`src/rtl/fcs_pkg.sv`:
```
package fcs_pkg;

  typedef enum logic [2:0] {
    ST_IDLE = 3'd0,
    ST_WAIT = 3'd1,
    ST_ON   = 3'd2,
    ST_OFF  = 3'd3,
    ST_DONE = 3'd4
  } fcs_state_e;

  // bit positions inside the synchronised input bundle
  localparam int unsigned SI_EN     = 0;
  localparam int unsigned SI_OK     = 1;
  localparam int unsigned SI_ILIM   = 2;
  localparam int unsigned SI_VALLEY = 3;
  localparam int unsigned SI_VLOW   = 4;
  localparam int unsigned SI_TRIP   = 5;
  localparam int unsigned SI_COUNT  = 6;

  function automatic int unsigned max3(input int unsigned a, input int unsigned b,
                                       input int unsigned c);
    int unsigned m;
    m = (a > b) ? a : b;
    return (m > c) ? m : c;
  endfunction

  // a phase of lim cycles ends on the edge where the counter shows lim-1
  function automatic logic at_limit(input int unsigned cnt, input int unsigned lim);
    return cnt == lim - 1;
  endfunction

  function automatic logic in_blank(input int unsigned cnt, input int unsigned blank);
    return cnt < blank;
  endfunction

endpackage

```
`src/rtl/fcs_sync.sv`:
```
module fcs_sync #(
  parameter int unsigned WIDTH = 1
) (
  input  logic             clk,
  input  logic             rst_n,
  input  logic [WIDTH-1:0] async_i,
  output logic [WIDTH-1:0] sync_o
);

  for (genvar i = 0; i < WIDTH; i++) begin : g_bit
    logic meta_q;
    logic stable_q;
    always_ff @(posedge clk or negedge rst_n) begin
      if (!rst_n) begin
        meta_q   <= 1'b0;
        stable_q <= 1'b0;
      end else begin
        meta_q   <= async_i[i];
        stable_q <= meta_q;
      end
    end
    assign sync_o[i] = stable_q;
  end

endmodule

```
`src/rtl/fcs_arm.sv`:
```
module fcs_arm (
  input  logic clk,
  input  logic rst_n,
  input  logic en_s,
  input  logic ok_s,
  output logic arm,
  output logic abort
);

  logic en_prev_q;

  always_ff @(posedge clk or negedge rst_n) begin
    if (!rst_n) en_prev_q <= 1'b0;
    else        en_prev_q <= en_s;
  end

  assign arm   = en_s & ~en_prev_q & ok_s;
  assign abort = ~en_s | ~ok_s;

endmodule

```
`src/rtl/fcs_phase_ctrl.sv`:
```
module fcs_phase_ctrl
  import fcs_pkg::*;
#(
  parameter int unsigned START_CYC   = 200,
  parameter int unsigned ON_MAX_CYC  = 180,
  parameter int unsigned OFF_MAX_CYC = 180,
  parameter int unsigned BLANK_CYC   = 2
) (
  input  logic       clk,
  input  logic       rst_n,
  input  logic       arm,
  input  logic       abort,
  input  logic       ilim_s,
  input  logic       valley_s,
  input  logic       vlow_s,
  input  logic       trip_s,
  output fcs_state_e state_o
);

  localparam int unsigned MAX_T = max3(START_CYC, ON_MAX_CYC, OFF_MAX_CYC);
  localparam int unsigned CW    = $clog2(MAX_T + 1);

  fcs_state_e   st_q, st_d;
  logic [CW-1:0] cnt_q;
  logic          cnt_clr;

  // named internal events, visible to the assertions
  logic start_due, on_end, off_timeout, off_end, blank_win, trip_ok;

  assign start_due   = at_limit(32'(cnt_q), START_CYC);
  assign on_end      = ilim_s | at_limit(32'(cnt_q), ON_MAX_CYC);
  assign off_timeout = at_limit(32'(cnt_q), OFF_MAX_CYC);
  assign off_end     = vlow_s ? off_timeout : (valley_s | off_timeout);
  assign blank_win   = in_blank(32'(cnt_q), BLANK_CYC);
  assign trip_ok     = trip_s & ~blank_win;

  always_comb begin
    st_d    = st_q;
    cnt_clr = 1'b0;
    unique case (st_q)
      ST_IDLE: if (arm)       begin st_d = ST_WAIT; cnt_clr = 1'b1; end
      ST_WAIT: if (start_due) begin st_d = ST_ON;   cnt_clr = 1'b1; end
      ST_ON:   if (on_end)    begin st_d = ST_OFF;  cnt_clr = 1'b1; end
      ST_OFF: begin
        if (trip_ok)      st_d = ST_DONE;
        else if (off_end) begin st_d = ST_ON; cnt_clr = 1'b1; end
      end
      ST_DONE: st_d = ST_DONE;
      default: st_d = ST_IDLE;
    endcase
    if (abort) begin
      st_d    = ST_IDLE;
      cnt_clr = 1'b1;
    end
  end

  always_ff @(posedge clk or negedge rst_n) begin
    if (!rst_n) begin
      st_q  <= ST_IDLE;
      cnt_q <= '0;
    end else begin
      st_q <= st_d;
      if (cnt_clr)
        cnt_q <= '0;
      else if (st_q == ST_WAIT || st_q == ST_ON || st_q == ST_OFF)
        cnt_q <= cnt_q + 1'b1;
    end
  end

  assign state_o = st_q;

  p_idle_needs_arm_r1: assert property (@(posedge clk) disable iff (!rst_n)
    (st_q == ST_IDLE && !arm) |=> st_q == ST_IDLE);

  p_ilim_ends_on_r3: assert property (@(posedge clk) disable iff (!rst_n)
    (st_q == ST_ON && ilim_s && !abort) |=> st_q == ST_OFF);

  p_vlow_holds_off_r4: assert property (@(posedge clk) disable iff (!rst_n)
    (st_q == ST_OFF && vlow_s && !trip_ok && !abort && !off_timeout) |=> st_q == ST_OFF);

  p_blank_no_done_r6: assert property (@(posedge clk) disable iff (!rst_n)
    (st_q == ST_OFF && blank_win) |=> st_q != ST_DONE);

  p_trip_beats_valley_r7: assert property (@(posedge clk) disable iff (!rst_n)
    (st_q == ST_OFF && trip_s && valley_s && !blank_win && !abort) |=> st_q == ST_DONE);

  p_abort_to_idle_r9: assert property (@(posedge clk) disable iff (!rst_n)
    abort |=> st_q == ST_IDLE);

endmodule

```
`src/rtl/flyback_charge_seq.sv`:
```
module flyback_charge_seq
  import fcs_pkg::*;
#(
  parameter int unsigned START_CYC   = 200,
  parameter int unsigned ON_MAX_CYC  = 180,
  parameter int unsigned OFF_MAX_CYC = 180,
  parameter int unsigned BLANK_CYC   = 2
) (
  input  logic clk,
  input  logic rst_n,
  input  logic chg_en_i,
  input  logic supply_ok_i,
  input  logic ilim_i,
  input  logic valley_i,
  input  logic vlow_i,
  input  logic trip_i,
  input  logic trig_i,
  output logic sw_on_o,
  output logic done_n_o,
  output logic trig_gate_o
);

  logic [SI_COUNT-1:0] raw_in, syn_in;
  logic       arm, abort;
  fcs_state_e state;

  always_comb begin
    raw_in            = '0;
    raw_in[SI_EN]     = chg_en_i;
    raw_in[SI_OK]     = supply_ok_i;
    raw_in[SI_ILIM]   = ilim_i;
    raw_in[SI_VALLEY] = valley_i;
    raw_in[SI_VLOW]   = vlow_i;
    raw_in[SI_TRIP]   = trip_i;
  end

  fcs_sync #(.WIDTH(SI_COUNT)) u_sync (
    .clk     (clk),
    .rst_n   (rst_n),
    .async_i (raw_in),
    .sync_o  (syn_in)
  );

  fcs_arm u_arm (
    .clk   (clk),
    .rst_n (rst_n),
    .en_s  (syn_in[SI_EN]),
    .ok_s  (syn_in[SI_OK]),
    .arm   (arm),
    .abort (abort)
  );

  fcs_phase_ctrl #(
    .START_CYC   (START_CYC),
    .ON_MAX_CYC  (ON_MAX_CYC),
    .OFF_MAX_CYC (OFF_MAX_CYC),
    .BLANK_CYC   (BLANK_CYC)
  ) u_phase (
    .clk      (clk),
    .rst_n    (rst_n),
    .arm      (arm),
    .abort    (abort),
    .ilim_s   (syn_in[SI_ILIM]),
    .valley_s (syn_in[SI_VALLEY]),
    .vlow_s   (syn_in[SI_VLOW]),
    .trip_s   (syn_in[SI_TRIP]),
    .state_o  (state)
  );

  assign sw_on_o     = (state == ST_ON);
  assign done_n_o    = (state != ST_DONE);
  assign trig_gate_o = trig_i;

  p_done_release_r8: assert property (@(posedge clk) disable iff (!rst_n)
    !syn_in[SI_EN] |=> done_n_o);

  p_done_quiet_r8: assert property (@(posedge clk) disable iff (!rst_n)
    !done_n_o |-> !sw_on_o);

endmodule

```
`config.mk`:
```
export PLATFORM = sky130hd
export DESIGN_NAME = flyback_charge_seq
export DESIGN_NICKNAME = d
export VERILOG_FILES = /design/src/rtl/fcs_pkg.sv /design/src/rtl/fcs_sync.sv /design/src/rtl/fcs_arm.sv /design/src/rtl/fcs_phase_ctrl.sv /design/src/rtl/flyback_charge_seq.sv
export SDC_FILE = /design/constraint.sdc
export NUM_CORES = 1
export LEC_CHECK = 0
export BUFFER_PORTS_ARGS = -buffer_cell sky130_fd_sc_hd__buf_2
export CAP_MARGIN = 25
export CORE_MARGIN = 1
export CORE_UTILIZATION = 59
export CTS_BUF_LIST = sky130_fd_sc_hd__clkbuf_8 sky130_fd_sc_hd__clkbuf_16
export DETAILED_ROUTE_END_ITERATION = 16
export PLACE_DENSITY_LB_ADDON = 0.08
export SYNTH_ARGS = -nofsm -noshare
export SYNTH_HDL_FRONTEND = slang
export SYNTH_SLANG_ARGS = --single-unit
```
`constraint.sdc`:
```
create_clock -name clk -period 5.19 [get_ports clk]
set_input_delay 1.557 -clock clk [delete_from_list [all_inputs] [get_ports clk]]
set_output_delay 1.557 -clock clk [all_outputs]
set_load 0.005 [all_outputs]
```
Word-level counts from Yosys, hierarchy flattened
Cells that the tools add are included.
Widths: inputs -> output; s select.

operators by class
  add/subtract/negate cells = 1
  $lt $le $gt $ge = 1
  equal/unequal tests = 11
  multiplexer cells = 17
  bitwise logic cells = 10
  reduce and logical (&&, ||, !) cells = 5

operators with widths
  cell                 count
  $mux 3               6
  $eq 8x8->1 const B   2
  $mux 8               2
  $pmux 3 s5           1
  $add 8x1->8 const B  1
  $lt 8x2->1 const B   1
  $mux 1               7
  $eq 3x2->1 const B   2
  $ne 3x3->1 const B   2
  $ne 4x2->1 const B   1
  $not 1->1            4
  $pmux 1 s4           1
  $reduce_and 4->1     1
  $and 1x1->1          3
  $eq 3x1->1 const B   1
  $eq 3x3->1 const B   1
  $logic_not 3->1      1
  $ne 3x1->1 const B   1
  $ne 3x2->1 const B   1
  $or 1x1->1           3
  $logic_or 1x1->1     2
  $reduce_bool 2->1    1

storage, ports and cells
  bits in registers = 24
  bits of input ports = 9
  output and inout port bits = 3
  word-level logic and storage cells = 60

Depth between registers and ports, before layout
Gate-level depths: netlist (run 1).

  word-level depth = 8
  depth in mapped cells = 6
  depth with buffers taken out = 6

By module
A second synthesis (run 1) with hierarchy kept.

second synthesis, totals
  cell total of the unflattened synthesis = 96
  area, all modules = 1126.1 µm²

by module, submodules not included
  module              instances  cells each  area an instance (µm²)  seq. area each (µm²)
  fcs_phase_ctrl      1          72          719.4                   275.3
  fcs_sync            1          18          345.3                   300.3
  fcs_arm             1          3           37.5                    25.0
  flyback_charge_seq  1          3           23.8                    0.0

Least setup slack after synthesis (run 1)
No wires, ideal clock.

  path kind = input -> output
  from = input port trig_i
  to = output port trig_gate_o
  arrival = 1.668 ns
  required time = 3.633 ns
  path slack = 1.965 ns
  stages on the path = 1
  buffers on the path = 1
  cells stage by stage = buf_4

RTL lines
  element          line                      source
  start, declared  flyback_charge_seq.sv:17  input logic trig_i,
  end, declared    flyback_charge_seq.sv:20  output logic trig_gate_o

No word-level cell between the ends.

Worst setup path after layout (run 1)
  from = input port trig_i
  to = output port trig_gate_o

No word-level cell between the ends.

==> qor_table.md, run 1 <==
| Parameter | Reported |
|:---|:---|
| Result of the run | complete, no violations |
| Post-synthesis share of cell area spent on full adders, half adders and majority gates | 1.19% |
| Footprint of the multi-input gates | 409 um^2 |
| Share of the clock period used by the worst path | 60.0% |
| Remaining antenna violation count | 0 |
| DRC | 0 |
| Overflow after GRT | 0 |
| Number of cell instances on the worst register-to-register path | 6 |
| Worst reg2reg path endpoint | u_phase.state_o[1] |
| Post-synthesis xor/xnor area fraction | 5.85% |
| Count of endpoints failing setup in the final report | 0 |
| Width of the die | 44.2 um |
| CTS H-tree lvls | 1 |
| 1st-iter DRT viols | 17 |
| Clock tree from TritonCTS | built |
| Area of the core | 1580 um^2 |
| Area of the die | 1950 um^2 |
| Drt pass-1 iters | 6 |
| Final count of pins violating max slew | 0 |
| Number of synthesis warnings | 0 |
| Maximum number of pins on one net before global-route repair | 25 |
| Worst hold endpoint | u_sync.g_bit[0].stable_q |
| Pwr/cell area | 289 nW/um^2 |
| Source-to-sink clock delay at the later pin of the worst-skew pair | 0.26 ns |
| Count of state elements after synthesis | 24 |
| Final count of hold timing violations | 0 |
| Via count | 686 |
| Area share of the leading cell type in the synthesized netlist | 57.3% |
| Library cell occupying the most area in the post-synthesis netlist | sky130_fd_sc_hd__dfrtp_1 |
| Count of mapped cells out of synthesis | 89 |
| Hold depth | 0 |
| Utilization after layout | 72.6% |
| Inst Count DP | 111 |
| Inserted Clock Buffers | 3 |
| Commonest cells after routing, fill and taps aside | sky130_fd_sc_hd__dfrtp_1, sky130_fd_sc_hd__nor2_1, sky130_fd_sc_hd__buf_2 |
| Launch point of the worst hold path | u_sync.g_bit[0].meta_q |
| Cell leakage power | 0.489 nW |
| Proportion of synthesized area in mux cells | 0% |
| Upper clock frequency limit | 321 MHz |
| Setup crit start | trig_i |
| CTS Root Buffer Type | sky130_fd_sc_hd__clkbuf_8 |
| CP Data Required Time | 3.63 ns |
| Area delta synth->final | 9.19% |
| Critical path startpoint category | primary input |
| Synth Area in Compound Gates | 11.7% |
| Initial antenna violation count | 0 |
| Final antenna diode count | 0 |
| Net count of the mapped netlist | 99 |
| Tightest Pin Transition | 0.516 ns |
| Initial Util | 66.5% |
| Unrepaired setup endpoints after global routing | no |
| Post-route minimum period | 3.11 ns |
| Library cells used by synthesis | 33 |
| Final WL | 1.66 mm |
| Post-CTS resize count | 0 |
| Clk_skew | 0.00357 ns |
| Category of the most critical setup path | primary input to primary output |
| Synthesized cell area | 1050 um^2 |
| Routed wire length per instance | 14.4 um |
| Count of placed standard cells in the final layout, fillers left out | 115 |
| Average via count per standard cell | 5.97 |
| Estimated wirelength of the detail-placed design | 1.18 mm |
| Kind of end point of the critical path | primary output |
| Wire length of the first global-routing pass | 2.64 mm |
| Worst slew margin | 65.6% |
| GRT Util Overall | 19.1% |
| Hold crit path type | flip-flop to flip-flop |
| Critical path data arrival time | 1.56 ns |
| Reg2Reg Launch Point | u_phase.cnt_q[1] |
| Vias in the first global route | 582 |
| Clk pin slew, worst setup/hold paths | 0.08 ns |
| Count of fill cells added during filler insertion | 110 |
| Vert. Die Dim | 44.2 um |
| Row count | 14 |
| Total number of nets in the final design | 110 |
| Most frequent standard cell in the layout excluding fill and tap cells | sky130_fd_sc_hd__dfrtp_1 |
| Number of maximum-capacitance violations | 0 |
| Setup TNS | 0 ns |
| Count of buffers added by post-CTS timing repair for setup | 0 |
| RD Place Congestion | 0.847 |
| Worst ir drop on vdd | 0.000239 V |
| Worst setup slack for register-to-register paths | 3.12 ns |
| Sinks on Clock Net | 24 |
| Maximum root-to-sink buffer count | 2 |
| Main combinational cell family by area after synthesis | simple AND/OR/NAND/NOR gates |
| Crit Path Max Fanout | 1 |
| Mean instance size in the synthesized netlist | 11.8 um^2 |
| Sequential cell area fraction in the yosys report | 57.3% |
| Synthesized-area fraction occupied by and/or/nand/nor cells | 20.3% |
| Share of cells above drive strength 1 | 21.2% |
| Port buffer count | 9 |
| I/O pin total | 12 |
| Leading cell types by total area after synthesis | sky130_fd_sc_hd__dfrtp_1, sky130_fd_sc_hd__nor2_1, sky130_fd_sc_hd__xnor2_1, sky130_fd_sc_hd__o41ai_4, sky130_fd_sc_hd__nand2_1 |
| Number of hold buffers added after CTS | 0 |
| Flip-flop and latch area | 601 um^2 |
## report_power, final
part / internal, W / switching [W]
Clock: 0.0000677 / 0.0000570
Sequential: 0.000192 / 0.00000230
Combinational: 0.00000410 / 0.00000781
## state kept, by name (all words and copies together), names as in the netlist
signal / count
u_arm.en_prev_q: 1
u_phase.cnt_q: 8
u_phase.state_o: 3
u_sync.g_bit.meta_q: 6
u_sync.g_bit.stable_q: 6
## cell usage after synthesis, drive strengths merged
cell     count
buf          3
or4          1
a21oi        2
o21ba        1
or2          2
nor2b        1
xnor2        4
nand3        3
o41ai        2
o2111ai      1
o31ai        2
nor4         2
inv          4
dfrtp       24
nor2        13
o32ai        1
or3          1
nor4b        1
nand4        2
o21ai        1
nor3         1
xor2         3
o21bai       1
nand3b       1
o211ai       2
ha           1
nand2        7
and3         1
and4bb       1
## final cells by class
cell class              instances  area share (%)
flip-flops and latches         24            52.5
multi-input cells              58            35.7
clock buffers                   4            4.81
repair buffers                  9            3.93
well taps                      16            1.75
inverters                       4            1.31
## cell families (layout without fill, tap and decap cells)
kind of cell,count (synthesis),in the layout
compound gates,13,13
buf+inv,7,17
flops,24,24
xor+xnor,7,7
fa+ha+maj,1,1
simple gates,37,37
## metrics by stage
stage	instance area (um^2)	total power, W	hold slack, ns	worst slack [ns]
4_1_cts	1140	0.000331	0.353	2.08
6_report	1140	0.000331	0.350	2.08
2_1_floorplan	1050	0.000203	0.331	1.97
3_5_place_dp	1090	0.000210	0.335	2.08
3_3_place_gp	1090	0.000210	0.331	2.08
5_1_grt	1140	0.000339	0.356	2.05
## layer usage
| metal | vias up | wire [um] | track usage (%) |
|---|---|---|---|
| met2 | 32 | 677 | 25.9 |
| met4 | 0 | 38 | 11.5 |
| met3 | 7 | 78 | 3.67 |
| met1 | 317 | 865 | 28.7 |
| li1 | 330 | - | - |
| met5 | - | 0 | 0 |
## worst max-delay path by stage
stage | depth (start not counted) | slack [ns] | end
floorplan | 1 | 1.97 | trig_gate_o
global placement | 0 | 2.08 | trig_gate_o
detailed placement | 0 | 2.08 | trig_gate_o
CTS | 0 | 2.08 | trig_gate_o
global route | 4 | 2.05 | sw_on_o
finish | 0 | 2.08 | trig_gate_o
Power figures use the tool's default switching activity.
==> inputs of run 2 (changes only) <==
--- a/config.mk
+++ b/config.mk
@@ -8,7 +8,7 @@
 export BUFFER_PORTS_ARGS = -buffer_cell sky130_fd_sc_hd__buf_2
 export CAP_MARGIN = 25
 export CORE_MARGIN = 1
-export CORE_UTILIZATION = 59
+export CORE_UTILIZATION = 55
 export CTS_BUF_LIST = sky130_fd_sc_hd__clkbuf_8 sky130_fd_sc_hd__clkbuf_16
 export DETAILED_ROUTE_END_ITERATION = 16
 export PLACE_DENSITY_LB_ADDON = 0.08
==> constraint.sdc (replaced) <==
create_clock -name clk -period 3.15 [get_ports clk]
set_input_delay 0.945 -clock clk [delete_from_list [all_inputs] [get_ports clk]]
set_output_delay 0.945 -clock clk [all_outputs]
set_load 0.005 [all_outputs]
==> run 2 against run 1 <==
Compared with the run above:
- register-to-register slack got worse by 2.0 ns
- critical endpoint is now sw_on_o
- largest cell class unchanged
- routed wire length is 1.1% higher
- core utilization is 6.2 points lower
- worst hold slack got worse by 0.0023 ns
- clock-buffer cell count fell by 1
- clock power increased by 110%
==> qor_table.md, run 2 (same netlist as run 1, synthesis figures left out) <==
| Parameter | Reported |
|:---|:---|
| Result of the run | complete, no violations |
| Average via count per standard cell | 5.38 |
| Hold crit path type | flip-flop to flip-flop |
| Initial Util | 59.4% |
| Tightest Pin Transition | 0.511 ns |
| Crit Path Max Fanout | 8 |
| Kind of end point of the critical path | primary output |
| Area of the die | 2080 um^2 |
| Drt pass-1 iters | 4 |
| Total number of nets in the final design | 110 |
| Share of the clock period used by the worst path | 78.7% |
| Share of cells above drive strength 1 | 21.2% |
| Post-route minimum period | 2.48 ns |
| Maximum number of pins on one net before global-route repair | 25 |
| Flip-flop and latch area | 601 um^2 |
| Area delta synth->final | 11.8% |
| Upper clock frequency limit | 404 MHz |
| Critical path startpoint category | flip-flop |
| Maximum root-to-sink buffer count | 2 |
| Source-to-sink clock delay at the later pin of the worst-skew pair | 0.26 ns |
| Clk pin slew, worst setup/hold paths | 0.08 ns |
| CP Data Required Time | 2.20 ns |
| Clk_skew | 0.00333 ns |
| CTS H-tree lvls | 1 |
| Critical path data arrival time | 1.53 ns |
| Buffers and inverters on the worst path | 2 |
| Clock tree from TritonCTS | built |
| Final antenna diode count | 0 |
| Final count of pins violating max slew | 0 |
| Commonest cells after routing, fill and taps aside | sky130_fd_sc_hd__dfrtp_1, sky130_fd_sc_hd__nor2_1, sky130_fd_sc_hd__buf_2 |
| Vias in the first global route | 632 |
| Setup TNS | 0 ns |
| Cell leakage power | 0.496 nW |
| Number of maximum-capacitance violations | 0 |
| Final count of hold timing violations | 0 |
| Count of fill cells added during filler insertion | 148 |
| I/O pin total | 12 |
| Count of buffers added by post-CTS timing repair for setup | 0 |
| Overflow after GRT | 0 |
| Estimated wirelength of the detail-placed design | 1.15 mm |
| Unrepaired setup endpoints after global routing | no |
| GRT Util Overall | 19.8% |
| Width of the die | 45.7 um |
| Worst slew margin | 65.9% |
| Initial antenna violation count | 0 |
| Pwr/cell area | 515 nW/um^2 |
| Largest registers | u_phase.cnt_q x8, u_sync.g_bit.meta_q x6, u_sync.g_bit.stable_q x6 |
| Sinks on Clock Net | 24 |
| DRC | 0 |
| Final hold slack | 0.348 ns |
| Max reg flops | 8 |
| Worst ir drop on vdd | 0.000504 V |
| Category of the most critical setup path | flip-flop to primary output |
| RD Place Congestion | 0.947 |
| Delay of the slowest cell on the worst path | 0.47 ns |
| Via count | 667 |
| Utilization after layout | 66.5% |
| Vert. Die Dim | 45.7 um |
| Final WL | 1.68 mm |
| Count of endpoints failing setup in the final report | 0 |
| Highest-delay cell along the critical path | sky130_fd_sc_hd__dfrtp_1 |
| 1st-iter DRT viols | 27 |
| Footprint of the multi-input gates | 409 um^2 |
| Routed wire length per instance | 13.5 um |
| Number of hold buffers added after CTS | 0 |
| Wire length of the first global-routing pass | 2.80 mm |
| CTS Root Buffer Type | sky130_fd_sc_hd__clkbuf_8 |
| Register with the highest flop count | u_phase.cnt_q |
| Delay-heaviest family, CP | simple AND/OR/NAND/NOR gates |
| Most frequent standard cell in the layout excluding fill and tap cells | sky130_fd_sc_hd__dfrtp_1 |
| Post-CTS resize count | 0 |
| Cells along the critical path | or2_2 > or2_2 > inv_1 > buf_2 |
| Most common cell on crit path | sky130_fd_sc_hd__or2_2 |
| Area of the core | 1760 um^2 |
| Remaining antenna violation count | 0 |
| Row count | 15 |
| Inserted Clock Buffers | 3 |
| Port buffer count | 9 |
## run 2: cell count changes in the layout (fill, tap and decap cells not counted), sizes merged
cell    previous run  this run
bufinv             0         1
clkbuf             4         3
## run 2: path summary, 6_finish.rpt
kind	startpoint	slack [ns]	to	cells past startpoint
setup / recovery	u_phase.state_o[2]	0.67	sw_on_o	4
hold / removal	u_sync.g_bit[2].meta_q	0.35	u_sync.g_bit[2].stable_q	0
setup reg to reg	u_phase.cnt_q[1]	1.08	u_phase.state_o[1]	6
hold reg to reg	u_sync.g_bit[2].meta_q	0.35	u_sync.g_bit[2].stable_q	0
max in group asynchronous	rst_n	2.16	u_sync.g_bit[4].stable_q	1
min in group asynchronous	rst_n	0.64	u_phase.cnt_q[3]	1
## run 2: cell type report
class                   instances  share of cell area (%)
flip-flops and latches         24                    51.2
multi-input cells              58                    34.9
repair buffers                  9                    3.84
clock buffers                   3                    3.52
well taps                      25                    2.67
clock inverters                 1                    2.56
inverters                       4                    1.28
## run 2: metal layers
layer	GRT usage, %	vias up	part of all wire [%]
li1	-	331	-
met1	27.7	311	47
met2	28.9	19	46
met3	5.95	6	3.8
met4	7.88	0	2.9
met5	0	-	0
## run 2: stage by stage
stage / std cells / power [W] / worst slack, ns / cell area, um^2
global route: 124 / 0.000625 / 0.599 / 1170
global placement: 120 / 0.000346 / 0.990 / 1100
finish: 124 / 0.000604 / 0.672 / 1170
floorplan: 89 / 0.000335 / 1.08 / 1050
CTS: 124 / 0.000609 / 0.665 / 1170
detailed placement: 120 / 0.000346 / 0.966 / 1100
## run 2: report_power, final
part           switching (W)  total (W)  internal [W]
registers         0.00000358   0.000320      0.000317
clock network      0.0000944   0.000264      0.000170
logic              0.0000125  0.0000193    0.00000676
